<file path="src/rtl/txq_pkg.sv">
package txq_pkg;
    localparam int TXQ_DEPTH = 32;
    localparam int TXQ_WIDTH = 32;

    typedef struct packed {
        logic empty;
        logic half;
        logic full;
        logic irq;
    } txq_flags_t;
endpackage

</file>
<file path="src/rtl/txq_store.sv">
module txq_store #(
    parameter int DEPTH = 32,
    parameter int WIDTH = 32,
    localparam int AW = $clog2(DEPTH)
) (
    input  logic             clk_i,
    input  logic             we_i,
    input  logic [AW-1:0]    waddr_i,
    input  logic [WIDTH-1:0] wdata_i,
    input  logic [AW-1:0]    raddr_i,
    output logic [WIDTH-1:0] rdata_o
);
    logic [WIDTH-1:0] mem_q [DEPTH];

    // one register row per entry, each with its own write decode
    for (genvar g = 0; g < DEPTH; g++) begin : g_row
        always_ff @(posedge clk_i) begin
            if (we_i && (waddr_i == AW'(g))) begin
                mem_q[g] <= wdata_i;
            end
        end
    end

    assign rdata_o = mem_q[raddr_i];
endmodule

</file>
<file path="src/rtl/txq_ptrs.sv">
module txq_ptrs #(
    parameter int DEPTH = 32,
    localparam int AW = $clog2(DEPTH),
    localparam int CW = AW + 1
) (
    input  logic          clk_i,
    input  logic          rst_ni,
    input  logic          flush_i,
    input  logic          wr_i,
    input  logic          pop_i,
    output logic          push_ok_o,
    output logic [AW-1:0] wr_ptr_o,
    output logic [AW-1:0] rd_ptr_o,
    output logic [CW-1:0] cnt_q_o,
    output logic [CW-1:0] cnt_d_o
);
    localparam logic [CW-1:0] FULL_CNT = CW'(DEPTH);
    localparam logic [AW-1:0] LAST_IDX = AW'(DEPTH - 1);

    typedef struct packed {
        logic [AW-1:0] wr;
        logic [AW-1:0] rd;
        logic [CW-1:0] cnt;
    } ptr_state_t;

    ptr_state_t st_d, st_q;
    logic push_ok, pop_ok;

    always_comb begin
        st_d    = st_q;
        push_ok = wr_i && (st_q.cnt != FULL_CNT) && !flush_i;
        pop_ok  = pop_i && (st_q.cnt != '0) && !flush_i;
        if (push_ok) begin
            st_d.wr = (st_q.wr == LAST_IDX) ? '0 : st_q.wr + AW'(1);
        end
        if (pop_ok) begin
            st_d.rd = (st_q.rd == LAST_IDX) ? '0 : st_q.rd + AW'(1);
        end
        unique case ({push_ok, pop_ok})
            2'b10:   st_d.cnt = st_q.cnt + CW'(1);
            2'b01:   st_d.cnt = st_q.cnt - CW'(1);
            default: st_d.cnt = st_q.cnt;
        endcase
        if (flush_i) begin
            st_d = '0;
        end
    end

    always_ff @(posedge clk_i or negedge rst_ni) begin
        if (!rst_ni) begin
            st_q <= '0;
        end else begin
            st_q <= st_d;
        end
    end

    assign push_ok_o = push_ok;
    assign wr_ptr_o  = st_q.wr;
    assign rd_ptr_o  = st_q.rd;
    assign cnt_q_o   = st_q.cnt;
    assign cnt_d_o   = st_d.cnt;

    AST_FULL_DROPS_WRITE: assert property (@(posedge clk_i) disable iff (!rst_ni)
        (st_q.cnt == FULL_CNT && wr_i && !pop_i && !flush_i) |=> (st_q.cnt == FULL_CNT && $stable(st_q.wr)));
    AST_PUSH_POP_BALANCE: assert property (@(posedge clk_i) disable iff (!rst_ni)
        (wr_i && pop_i && !flush_i && st_q.cnt != '0 && st_q.cnt != FULL_CNT) |=> $stable(st_q.cnt));
    AST_POP_EMPTY_IGNORED: assert property (@(posedge clk_i) disable iff (!rst_ni)
        (st_q.cnt == '0 && pop_i && !wr_i) |=> (st_q.cnt == '0 && $stable(st_q.rd)));
endmodule

</file>
<file path="src/rtl/txq_flags.sv">
module txq_flags #(
    parameter int DEPTH = 32,
    localparam int CW = $clog2(DEPTH) + 1,
    localparam int HALF = DEPTH / 2
) (
    input  logic                clk_i,
    input  logic                rst_ni,
    input  logic                mreset_i,
    input  logic [CW-1:0]       cnt_d_i,
    input  logic                busy_i,
    input  logic                sel_i,
    output txq_pkg::txq_flags_t flags_o
);
    localparam logic [CW-1:0] FULL_CNT = CW'(DEPTH);
    localparam logic [CW-1:0] HALF_CNT = CW'(HALF);

    txq_pkg::txq_flags_t flags_d, flags_q;

    always_comb begin
        flags_d.empty = (cnt_d_i == '0) && !busy_i;
        flags_d.half  = (cnt_d_i >= HALF_CNT);
        flags_d.full  = (cnt_d_i == FULL_CNT);
        flags_d.irq   = sel_i ? flags_d.full : flags_d.empty;
        if (mreset_i) begin
            flags_d = '0;
        end
    end

    always_ff @(posedge clk_i or negedge rst_ni) begin
        if (!rst_ni) begin
            flags_q <= '0;
        end else begin
            flags_q <= flags_d;
        end
    end

    assign flags_o = flags_q;

    AST_FULL_IMPLIES_HALF: assert property (@(posedge clk_i) disable iff (!rst_ni)
        flags_q.full |-> flags_q.half);
    AST_MRESET_CLEARS_FLAGS: assert property (@(posedge clk_i) disable iff (!rst_ni)
        mreset_i |=> (flags_q == '0));
endmodule

</file>
<file path="src/rtl/txq_fifo.sv">
module txq_fifo #(
    parameter int DEPTH = txq_pkg::TXQ_DEPTH,
    parameter int WIDTH = txq_pkg::TXQ_WIDTH
) (
    input  logic             clk_i,
    input  logic             rst_ni,
    input  logic             mreset_i,
    input  logic             clear_i,
    input  logic             irq_sel_i,
    input  logic             wr_en_i,
    input  logic [WIDTH-1:0] wr_data_i,
    input  logic             pop_i,
    input  logic             ser_busy_i,
    output logic [WIDTH-1:0] head_o,
    output logic             avail_o,
    output logic             empty_o,
    output logic             half_o,
    output logic             full_o,
    output logic             flag_o
);
    localparam int AW = $clog2(DEPTH);
    localparam int CW = AW + 1;

    logic          push_ok;
    logic [AW-1:0] wr_ptr, rd_ptr;
    logic [CW-1:0] cnt_q, cnt_d;
    txq_pkg::txq_flags_t flags;

    txq_ptrs #(.DEPTH(DEPTH)) ptrs_i (
        .clk_i    (clk_i),
        .rst_ni   (rst_ni),
        .flush_i  (clear_i | mreset_i),
        .wr_i     (wr_en_i),
        .pop_i    (pop_i),
        .push_ok_o(push_ok),
        .wr_ptr_o (wr_ptr),
        .rd_ptr_o (rd_ptr),
        .cnt_q_o  (cnt_q),
        .cnt_d_o  (cnt_d)
    );

    txq_store #(.DEPTH(DEPTH), .WIDTH(WIDTH)) store_i (
        .clk_i  (clk_i),
        .we_i   (push_ok),
        .waddr_i(wr_ptr),
        .wdata_i(wr_data_i),
        .raddr_i(rd_ptr),
        .rdata_o(head_o)
    );

    txq_flags #(.DEPTH(DEPTH)) flags_i (
        .clk_i   (clk_i),
        .rst_ni  (rst_ni),
        .mreset_i(mreset_i),
        .cnt_d_i (cnt_d),
        .busy_i  (ser_busy_i),
        .sel_i   (irq_sel_i),
        .flags_o (flags)
    );

    assign avail_o = (cnt_q != '0);
    assign empty_o = flags.empty;
    assign half_o  = flags.half;
    assign full_o  = flags.full;
    assign flag_o  = flags.irq;

    AST_EMPTY_NO_DATA: assert property (@(posedge clk_i) disable iff (!rst_ni)
        empty_o |-> !avail_o);
    AST_FLAG_FOLLOWS_SEL: assert property (@(posedge clk_i) disable iff (!rst_ni)
        1'b1 |=> (flag_o == ($past(irq_sel_i) ? full_o : empty_o)));
    AST_CLEAR_EMPTIES: assert property (@(posedge clk_i) disable iff (!rst_ni)
        clear_i |=> !avail_o);
endmodule

</file>
<file path="config.mk">
export PLATFORM = sky130hd
export DESIGN_NAME = txq_fifo
export DESIGN_NICKNAME = d
export VERILOG_FILES = /design/src/rtl/txq_pkg.sv /design/src/rtl/txq_store.sv /design/src/rtl/txq_ptrs.sv /design/src/rtl/txq_flags.sv /design/src/rtl/txq_fifo.sv
export SDC_FILE = /design/constraint.sdc
export NUM_CORES = 1
export LEC_CHECK = 0
export BUFFER_PORTS_ARGS = -buffer_cell sky130_fd_sc_hd__buf_2
export CORE_MARGIN = 2
export CORE_UTILIZATION = 60
export DETAILED_ROUTE_END_ITERATION = 16
export PLACE_DENSITY_LB_ADDON = 0.08
export SETUP_SLACK_MARGIN = 0.02
export SYNTH_ARGS = -nofsm -noshare
export SYNTH_HDL_FRONTEND = slang
export SYNTH_SLANG_ARGS = --single-unit
</file>
<file path="constraint.sdc">
create_clock -name clk_i -period 9.14 [get_ports clk_i]
set_input_delay 0.457 -clock clk_i [delete_from_list [all_inputs] [get_ports clk_i]]
set_output_delay 0.457 -clock clk_i [all_outputs]
set_load 0.1 [all_outputs]
</file>
-- Word-level counts from Yosys, hierarchy flattened
Memory sizes are Yosys's and may differ from the RTL's.
Cells that the tools add are included.
- bits in registers: 20
- latch bits: 0
- RAM bits: 1024
- ROM bits: 0
- logic and storage cells: 290
- memories kept: 1
- memories (memory ; words ; bits a word ; rd ports ; clocked after memory_dff ; wr ports ; line ; RTL):
    store_i.mem_q ; 32 ; 32 ; 1 ; 0 ; 1 ; txq_store.sv:13 ; logic [WIDTH-1:0] mem_q [DEPTH];
- add/sub/neg operators: 4
- multipliers: 0
- div/mod/pow operators: 0
- magnitude comparators: 1
- eq/ne operators: 36
- shift-type cells: 0
- multiplexer cells: 165
- bitwise operators: 1
- reduce and logical (&&, ||, !) cells: 75
- operators by type and width (operator ; count):
    $mux 32 ; 31
    $reduce_or 32->1 ; 31
    $mux 5 ; 35
    $mux 1 ; 96
    $eq 5x5->1 const B ; 17
    $eq 5x4->1 const B ; 8
    $logic_and 1x1->1 ; 37
    $eq 5x3->1 const B ; 4
    $mux 16 ; 1
    $pmux 6 s2 ; 1
    $add 5x1->5 const B ; 2
    $eq 5x2->1 const B ; 2
    $add 6x1->6 const B ; 1
    $eq 6x6->1 const B ; 1
    $ge 6x5->1 const B ; 1
    $logic_not 6->1 ; 1
    $ne 6x6->1 const B ; 1
    $reduce_bool 6->1 ; 1
    $sub 6x1->6 const B ; 1
    $eq 5x1->1 const B ; 1
    $logic_not 5->1 ; 1
    $mux 4 ; 1
    $reduce_bool 2->1 ; 2
    $eq 2x1->1 const B ; 1
    3 further kinds ; 4

-- Logic depth before layout (Yosys ltp)
Gate-level depths: netlist of run 1.
- word-level depth: 38
- depth in mapped cells: 11

-- Hierarchy
From an unflattened synthesis of run 1, not the netlist that was laid out.
- cell total of the unflattened synthesis: 2356
- area, all modules: 41110.7 um2
- by module, submodules not included (module ; times used ; cells an instance ; area an instance (um2) ; seq. area each (um2)):
    txq_store ; 1 ; 2233 ; 39853.2 ; 30749.5
    txq_ptrs ; 1 ; 106 ; 1072.3 ; 400.4
    txq_flags ; 1 ; 13 ; 165.2 ; 100.1
    txq_fifo ; 1 ; 4 ; 20.0 ; 0.0

-- Worst setup path after synthesis of run 1
OpenSTA, ideal clock, no wires.
- kind: flip-flop to output port
- start: register ptrs_i.st_q, in the netlist ptrs_i.rd_ptr_o[0]
- end: output port head_o[10]
- data arrival time: 3882 ps
- slack: 4801 ps
- stages on the path, launching flop included: 10
- path buffers: 5
- cells stage by stage: dfrtp_1 buf_4 buf_6 buf_4 buf_4 buf_4 mux2i_1 o221ai_1 o22ai_1 o31ai_1
- cells in the longest elaborated chain, start to end: 1
- RTL lines (item ; line ; RTL):
    start: declaration ; txq_ptrs.sv:26 ; ptr_state_t st_d, st_q;
    start signal: assignment ; txq_ptrs.sv:53 ; st_q <= st_d;
    $mem_v2 32x32 ; - ;
    end: declaration ; txq_fifo.sv:14 ; output logic [WIDTH-1:0] head_o,
No other way between the ends.

-- Final worst setup path of run 1
- start: register ptrs_i.st_q, in the netlist ptrs_i.rd_ptr_o[1]
- end: output port head_o[0]
Same word-level chain as after synthesis.

==> results of run 1 <==
## cell usage after synthesis, drive strengths merged, types with 2 or more instances
| master | count | area [sq um] |
|---|---|---|
| dfrtp | 20 | 500 |
| and2 | 5 | 31.3 |
| o21ai | 38 | 190 |
| nand4b | 2 | 17.5 |
| nor3 | 3 | 15.0 |
| a211oi | 2 | 15.0 |
| nand3 | 4 | 20.0 |
| buf | 56 | 317 |
| edfxtp | 1024 | 30700 |
| mux2 | 32 | 360 |
| a21oi | 44 | 220 |
| a21o | 2 | 16.3 |
| o31ai | 37 | 283 |
| or4b | 2 | 20.0 |
| or2 | 2 | 12.5 |
| nand2 | 43 | 161 |
| ha | 13 | 163 |
| mux2i | 99 | 991 |
| or3 | 2 | 12.5 |
| inv | 5 | 18.8 |
| clkbuf | 48 | 180 |
| or4 | 4 | 35.0 |
| nor3b | 3 | 22.5 |
| nand3b | 3 | 22.5 |
| and3 | 3 | 20.0 |
| a21boi | 32 | 240 |
| nor2 | 47 | 176 |
| o221ai | 32 | 280 |
| o22ai | 32 | 200 |
| mux4 | 224 | 5040 |
## cell families after synthesis
| logic type | share of synthesized area [%] |
|---|---|
| simple gates | 1.49 |
| xor+xnor | 0.0433 |
| fa+ha+maj | 0.451 |
| compound gates | 3.71 |
| flops | 77.2 |
| buf+inv | 1.27 |
| mux | 15.8 |
## state kept, by name (all words and copies together) (netlist names)
| register | cells |
|---|---|
| ptrs_i.rd_ptr_o | 5 |
| ptrs_i.cnt_q_o | 6 |
| flags_i.flags_o | 4 |
| store_i.mem_q | 1024 |
| ptrs_i.wr_ptr_o | 5 |
## critical path, stage by stage, from the launching register on
cell,delay [ns]
sky130_fd_sc_hd__dfrtp_4,0.65
sky130_fd_sc_hd__buf_4,0.82
sky130_fd_sc_hd__and2_2,0.31
sky130_fd_sc_hd__buf_4,0.57
sky130_fd_sc_hd__a21oi_1,0.13
sky130_fd_sc_hd__o21ai_0,0.14
sky130_fd_sc_hd__o22ai_1,0.12
sky130_fd_sc_hd__o31ai_1,0.75
sky130_fd_sc_hd__buf_2,0.56
## report_power, final
part	switching, W	total [W]	internal, W
logic	0.000129	0.000159	0.0000300
registers	0.00000283	0.00526	0.00526
clock network	0.00172	0.00416	0.00244
## cell type report
cell class	instances	area, sq um
Sequential cell	1044	31300
Fill cell	4215	21500
Multi-Input combinational cell	724	8930
Clock buffer	138	2860
Tap cell	873	1090
Timing Repair Buffer	122	756
Clock inverter	54	492
Inverter	5	18.8
Antenna cell	1	2.50
## routing by layer
metal	track usage (%)	vias to the layer above	part of all wire (%)
met4	7.57	6	2.1
met5	0	-	0.045
met2	43.0	997	48
li1	-	8186	-
met1	40.4	10372	40
met3	5.98	136	9.5
## per-stage QoR
step | hold slack, ns | cell area [sq um] | std cells | util, % | worst slack [ns]
after floorplan | 0.161 | 40500 | 1877 | - | 4.80
after global placement | 0.438 | 42000 | 2766 | 62.8 | 4.57
after detailed placement | 0.449 | 42000 | 2766 | 62.8 | 4.34
after CTS | 0.0340 | 45400 | 2960 | 67.9 | 4.03
after global routing | 0.0756 | 45400 | 2960 | 67.9 | 3.81
final | 0.0659 | 45400 | 2961 | 67.9 | 3.93
## timing repair
action,4_1_cts,5_1_grt
endpoints found under the hold margin,22,0
hold buffers,2,0
endpoints found under the setup margin,0,0
## path summary, 6_finish.rpt
check | start | to | slack (ns) | cells past startpoint
hold / removal | ser_busy_i | flags_i.flags_o[3]$_DFF_PN0_ | 0.07 | 3
max in group asynchronous | rst_ni | ptrs_i.rd_ptr_o[0]$_DFFE_PN0P_ | 8.46 | 2
min in group asynchronous | rst_ni | ptrs_i.cnt_q_o[3]$_DFF_PN0_ | 0.31 | 2
hold reg to reg | ptrs_i.wr_ptr_o[3]$_DFFE_PN0P_ | ptrs_i.wr_ptr_o[3]$_DFFE_PN0P_ | 0.64 | 2
setup / recovery | ptrs_i.rd_ptr_o[1]$_DFFE_PN0P_ | head_o[0] | 3.93 | 8
setup reg to reg | ptrs_i.cnt_q_o[1]$_DFF_PN0_ | flags_i.flags_o[0]$_DFF_PN0_ | 4.30 | 11
==> flow_summary.yaml, run 1 <==
outcome:
  outcome: "finished clean"
floorplanning:
  io_pins: 77
  core-area_sq_um: 66900
  dieArea_sq_um: 69500
  chipWidth_um: 264
  rows: 95
  dieHeight_um: 264
  start_util_pct: 60.5
global_route:
  grt_max_degree: 122
  grt.total_usage_pct: 27.6
  global_route_congestion_overflow_total: 0
  first_global_vias: 20263
  grt_pass1_wl_um: 137000
  number_of_antenna_violations_at_the_first_check_in_global_routing: 4
detailed_routing:
  route.detailed.wl_per_inst_um: 31.7
  first_pass_iters: 6
  routed_wl_um: 93800
  vias_per_cell: 6.65
  ant_nets: 0
  remaining_drc_errors: 0
  routed-via-count: 19697
  detail_route.iter0.violations: 2467
yosys:
  synthDistinctLibCells: 52
  synth-edff-count: 1024
  ys_seq_area_share_pct: 77.2
  postSynthCellCount: 1877
  synthFlopType: "sky130_fd_sc_hd__edfxtp_1"
  synth.ff_latch_count: 1044
  synth_area_sq_um: 40500
  yosys_warnings: 0
  synthesis.area_per_instance_sq_um: 21.6
  ys_async_sr_fraction_pct: 1.92
  synthesis.nets: 1931
worst_setup_path:
  critical_path_peak_fanout: 63
  start_kind: "register"
  worst_setup_path_end_kind: "output pin"
  critical_path_required_ns: 8.68
  critical_path_class: "reg2out"
  cp_data_arrival_time_ns: 4.76
sta:
  finalMaxSlewViolations: 0
  max-slew-margin-rel_pct: 26.1
  setup_viol_count_final: 0
  final-hold-violation-count: 0
  setup-tns-final_ns: 0
  final.min_clock_period_ns: 5.21
  tightest_slew_ns: 1.11
  rsz0062_at_grt: "no"
  timing.final.crit_share_pct: 57.0
  clock-skew-final_ns: 0.0177
  fmax_mhz: 192
clock_tree:
  postCtsSetupBuffers: 0
  tritoncts: "done"
  clkTransAtPathRegs_ns: 0.06
  clkLatencyLatePin_ns: 0.64
  clockRootBuffer: "sky130_fd_sc_hd__clkbuf_16"
  cts_repair_resize_count: 0
  tritoncts.num_buffers: 103
  number_of_buffers_on_the_longest_clock_path: 3
  h-tree-depth: 3
  clock_sinks: 1044
job:
  cap_viol_max_count: 0
pwr:
  vdd_ir_max_mv: 0.123
  static-leakage-power_nw: 13.7
  power_per_cell_area_nw_per_um2: 211
  post-layout-total-power_w: 0.00958
min_path:
  worstHoldPathType: "in2reg"
place:
  gp_congestion: 0.743
  port-buffer-count: 76
  hpwlAfterDp_um: 48500
layout:
  layout_nets: 2054
  layout-drive-gt1-share_pct: 27.4
  final_common_cell: "sky130_fd_sc_hd__edfxtp_1"
  commonest_cells_after_routing_fill_and_taps_aside: "sky130_fd_sc_hd__edfxtp_1 (1,024), sky130_fd_sc_hd__mux4_2 (224), sky130_fd_sc_hd__clkbuf_16 (108)"
  flow.area_growth_from_synthesis_pct: 12.2
No activity file was read; power rests on OpenSTA's default activity.
==> inputs of run 2 (changes only) <==
--- a/config.mk
+++ b/config.mk
@@ -5,9 +5,10 @@
 export SDC_FILE = /design/constraint.sdc
 export NUM_CORES = 1
 export LEC_CHECK = 0
+export ABC_AREA = 1
 export BUFFER_PORTS_ARGS = -buffer_cell sky130_fd_sc_hd__buf_2
 export CORE_MARGIN = 2
-export CORE_UTILIZATION = 60
+export CORE_UTILIZATION = 56
 export DETAILED_ROUTE_END_ITERATION = 16
 export PLACE_DENSITY_LB_ADDON = 0.08
 export SETUP_SLACK_MARGIN = 0.02
==> constraint.sdc (replaced) <==
create_clock -name clk_i -period 4.5 [get_ports clk_i]
set_input_delay 0.225 -clock clk_i [delete_from_list [all_inputs] [get_ports clk_i]]
set_output_delay 0.225 -clock clk_i [all_outputs]
set_load 0.1 [all_outputs]
==> run 2 against run 1 <==
  * Utilization decreased by 4.7 points
  * Critical path type unchanged
  * Clock power increased by 96%
  * Die area increased by 9.9%
  * Via count increased by 30%
==> flow_summary.yaml, run 2 <==
outcome:
  outcome: "finished clean"
pwr:
  vdd_ir_max_mv: 0.440
  power_per_cell_area_nw_per_um2: 423
  static-leakage-power_nw: 15.7
min_path:
  holdPathStages: 1
  hold_path_end: "store_i.mem_q[21][20]$_DFFE_PP_"
  hp-start: "wr_data_i[20]"
  worstHoldPathType: "in2reg"
global_route:
  grt_pass1_wl_um: 161000
  first_global_vias: 24957
  grt.total_usage_pct: 28.7
  number_of_antenna_violations_at_the_first_check_in_global_routing: 1
  grt_max_degree: 123
  global_route_congestion_overflow_total: 0
place:
  gp_congestion: 0.818
  port-buffer-count: 76
  numPlacedInstances: 3975
  hpwlAfterDp_um: 56000
yosys:
  synthXorXnorAreaFrac_pct: 0.0421
  yosys_warnings: 0
  synthesis.area_per_instance_sq_um: 13.6
  netlist.area_leader.share_pct: 74.0
  ys_async_sr_fraction_pct: 1.92
  synth_area_sq_um: 41600
  synth-edff-count: 1024
  dominant_combinational_cell_family_by_area_after_synthesis: "compound AO/OA/AOI/OAI gates"
  synthesis.nets: 3119
  synthFlopType: "sky130_fd_sc_hd__edfxtp_1"
  ys_seq_area_share_pct: 75.2
  post_synth_main_area_contributors: "sky130_fd_sc_hd__edfxtp_1 (74%), sky130_fd_sc_hd__nand2_1 (5.0%), sky130_fd_sc_hd__o21ai_0 (3.4%)"
  synthDistinctLibCells: 31
  synthSimpleGateAreaFrac_pct: 8.61
  synth_top_area_cell: "sky130_fd_sc_hd__edfxtp_1"
  share_of_cell_area_taken_by_muxes_after_synthesis_pct: 3.08
  postSynthCellCount: 3065
  yosys.cell_count.top_type: "sky130_fd_sc_hd__edfxtp_1"
  synth_commonest_cells: "sky130_fd_sc_hd__edfxtp_1 (1,024), sky130_fd_sc_hd__nand2_1 (555), sky130_fd_sc_hd__nor2_1 (303)"
  post_synth_fa_ha_maj_area_fraction_pct: 0.440
  synth.ff_latch_count: 1044
  compound_gate_fraction_of_synth_area_pct: 9.67
job:
  cap_viol_max_count: 0
detailed_routing:
  routed-via-count: 25689
  vias_per_cell: 6.16
  ant_nets: 0
  first_pass_iters: 6
  route.detailed.wl_per_inst_um: 26.3
  detail_route.iter0.violations: 2802
  routed_wl_um: 110000
  remaining_drc_errors: 0
sta:
  timing.final.crit_share_pct: 89.1
  rsz0062_at_grt: "no"
  tightest_slew_ns: 1.26
  final.min_clock_period_ns: 4.01
  clock-skew-final_ns: 0.0215
  finalMaxSlewViolations: 0
  max-slew-margin-rel_pct: 15.8
  final-hold-violation-count: 0
  fmax_mhz: 249
  setup_viol_count_final: 0
  setup-tns-final_ns: 0
layout:
  final_common_cell: "sky130_fd_sc_hd__edfxtp_1"
  largest_register_ffs: 1024
  flow.area_growth_from_synthesis_pct: 11.3
  layout-drive-gt1-share_pct: 10.2
  antennaDiodeCount: 0
  layout_nets: 3183
  commonest_cells_after_routing_fill_and_taps_aside: "sky130_fd_sc_hd__edfxtp_1 (1,024), sky130_fd_sc_hd__nand2_1 (554), sky130_fd_sc_hd__o21ai_0 (281)"
  max_flop_register: "store_i.mem_q"
  post_layout_nonfiller_instances: 4169
worst_setup_path:
  reg2regPathDepth: 16
  worst_setup_path_end_kind: "output pin"
  critPathTopFamily: "buffers and inverters"
  critPathBufInv: 3
  timing.rr.start: "ptrs_i.cnt_q_o[1]$_DFF_PN0_"
  critPathSlowestCell: "sky130_fd_sc_hd__clkinv_2"
  critical_path_class: "reg2out"
  start_kind: "register"
  worst_path_largest_cell_delay_ns: 0.86
  path_cells: "clkinv_2, buf_12, a21oi_1, o211ai_1, nand3_1, o21ai_1, buf_2"
  reg2reg_to: "flags_i.flags_o[0]$_DFF_PN0_"
  rrSetupSlack_ns: 0.63
  cp_data_arrival_time_ns: 3.78
  critical_path_required_ns: 4.28
  critical_path_peak_fanout: 30
clock_tree:
  tritoncts.num_buffers: 103
  clkTransAtPathRegs_ns: 0.06
  clock_sinks: 1044
  clockRootBuffer: "sky130_fd_sc_hd__clkbuf_16"
  number_of_buffers_on_the_longest_clock_path: 3
  tritoncts: "done"
  cts_repair_resize_count: 0
  clkLatencyLatePin_ns: 0.66
  postCtsSetupBuffers: 0
  h-tree-depth: 3
floorplanning:
  io_pins: 77
  dieArea_sq_um: 76400
  rows: 99
  dieHeight_um: 276
  start_util_pct: 56.8
  core-area_sq_um: 73200
  chipWidth_um: 276
run 2: changes by cell type in the layout (fill, tap and decap cells not counted), moves of 54 or more:
cell,before,now
sky130_fd_sc_hd__nor2_1,17,270
sky130_fd_sc_hd__nand3_1,4,58
sky130_fd_sc_hd__mux4_2,224,0
sky130_fd_sc_hd__o22ai_1,32,131
sky130_fd_sc_hd__o21ai_0,38,281
sky130_fd_sc_hd__a21oi_1,44,165
sky130_fd_sc_hd__nand2_1,43,554
sky130_fd_sc_hd__o211ai_1,0,96
run 2: cell families after synthesis:
group                      Yosys count
AOI/OAI and AO/OA                  722
xor gates and xnor gates             2
adders and majority gates           14
buffers and inverters              228
DFF                               1044
muxes                              128
and+or+nand+nor                    927
run 2: worst reg2reg max path, stage by stage (launching register included):
cell                            delay (ns)
sky130_fd_sc_hd__dfrtp_1              0.43
sky130_fd_sc_hd__nor4_1               0.46
sky130_fd_sc_hd__nand3_1              0.12
sky130_fd_sc_hd__nand2_1              0.12
sky130_fd_sc_hd__nor2_2               0.08
sky130_fd_sc_hd__inv_1                0.21
sky130_fd_sc_hd__ha_1                 0.38
sky130_fd_sc_hd__fa_1                 0.46
sky130_fd_sc_hd__or2_2                0.30
sky130_fd_sc_hd__nand3_1              0.11
sky130_fd_sc_hd__nand2_1              0.07
sky130_fd_sc_hd__nor2_1               0.10
sky130_fd_sc_hd__nand3_1              0.14
sky130_fd_sc_hd__nor2_1               0.13
sky130_fd_sc_hd__nor2_1               0.05
sky130_fd_sc_hd__dlygate4sd3_1        0.55
sky130_fd_sc_hd__nor2_1               0.10
run 2: final cells by class:
cell class	instances	area (sq um)
Clock inverter	48	354
Sequential cell	1044	31300
Timing Repair Buffer	153	1150
Inverter	34	149
Tap cell	959	1200
Fill cell	5417	26900
Clock buffer	138	2810
Multi-Input combinational cell	1793	9330
run 2: per-stage QoR:
step | area, sq um | power (W) | util [%] | hold slack [ns] | setup WS (ns)
finish | 46300 | 0.0196 | 63.2 | 0.0548 | 0.492
global route | 46300 | 0.0201 | 63.2 | 0.0701 | 0.328
CTS | 46300 | 0.0197 | 63.2 | 0.0159 | 0.494
detailed placement | 43000 | 0.0116 | 58.8 | 0.204 | 1.07
global placement | 43000 | 0.0116 | 58.8 | 0.193 | 1.15
floorplan | 41600 | 0.0113 | - | -0.0706 | 0.887
run 2: what timing repair did:
action,4_1_cts,5_1_grt
hold buffers,8,0
setup endpoints to repair,0,0
hold endpoints to repair,35,0
run 2: where the power goes:
part / internal (W) / switching, W / leakage (nW)
registers: 0.0107 / 0.00000992 / 9.47
logic: 0.000147 / 0.000548 / 4.68
clock network: 0.00465 / 0.00353 / 1.55
total: 0.0155 / 0.00408 / 15.7
run 2: metal layers:
metal	global-route usage (%)	routed length (um)	up-vias
met5	0	13	-
met4	9.77	3310	2
met3	4.69	9310	187
met2	46.5	52700	1155
met1	39.9	44500	12917
li1	-	-	11428
run 2: how the worst max path moves through the flow:
stage	startpoint	end	slack, ns	depth (start not counted)
2_1_floorplan	ptrs_i.cnt_q_o[1]$_DFF_PN0_	flags_i.flags_o[0]$_DFF_PN0_	0.89	14
3_3_place_gp	ptrs_i.cnt_q_o[0]$_DFF_PN0_	flags_i.flags_o[0]$_DFF_PN0_	1.15	15
4_1_cts	ptrs_i.rd_ptr_o[1]$_DFFE_PN0P_	head_o[24]	0.49	9
5_1_grt	ptrs_i.rd_ptr_o[1]$_DFFE_PN0P_	head_o[20]	0.33	9
3_5_place_dp	mreset_i	store_i.mem_q[9][25]$_DFFE_PP_	1.07	7
6_report	ptrs_i.rd_ptr_o[3]$_DFFE_PN0P_	head_o[23]	0.49	7
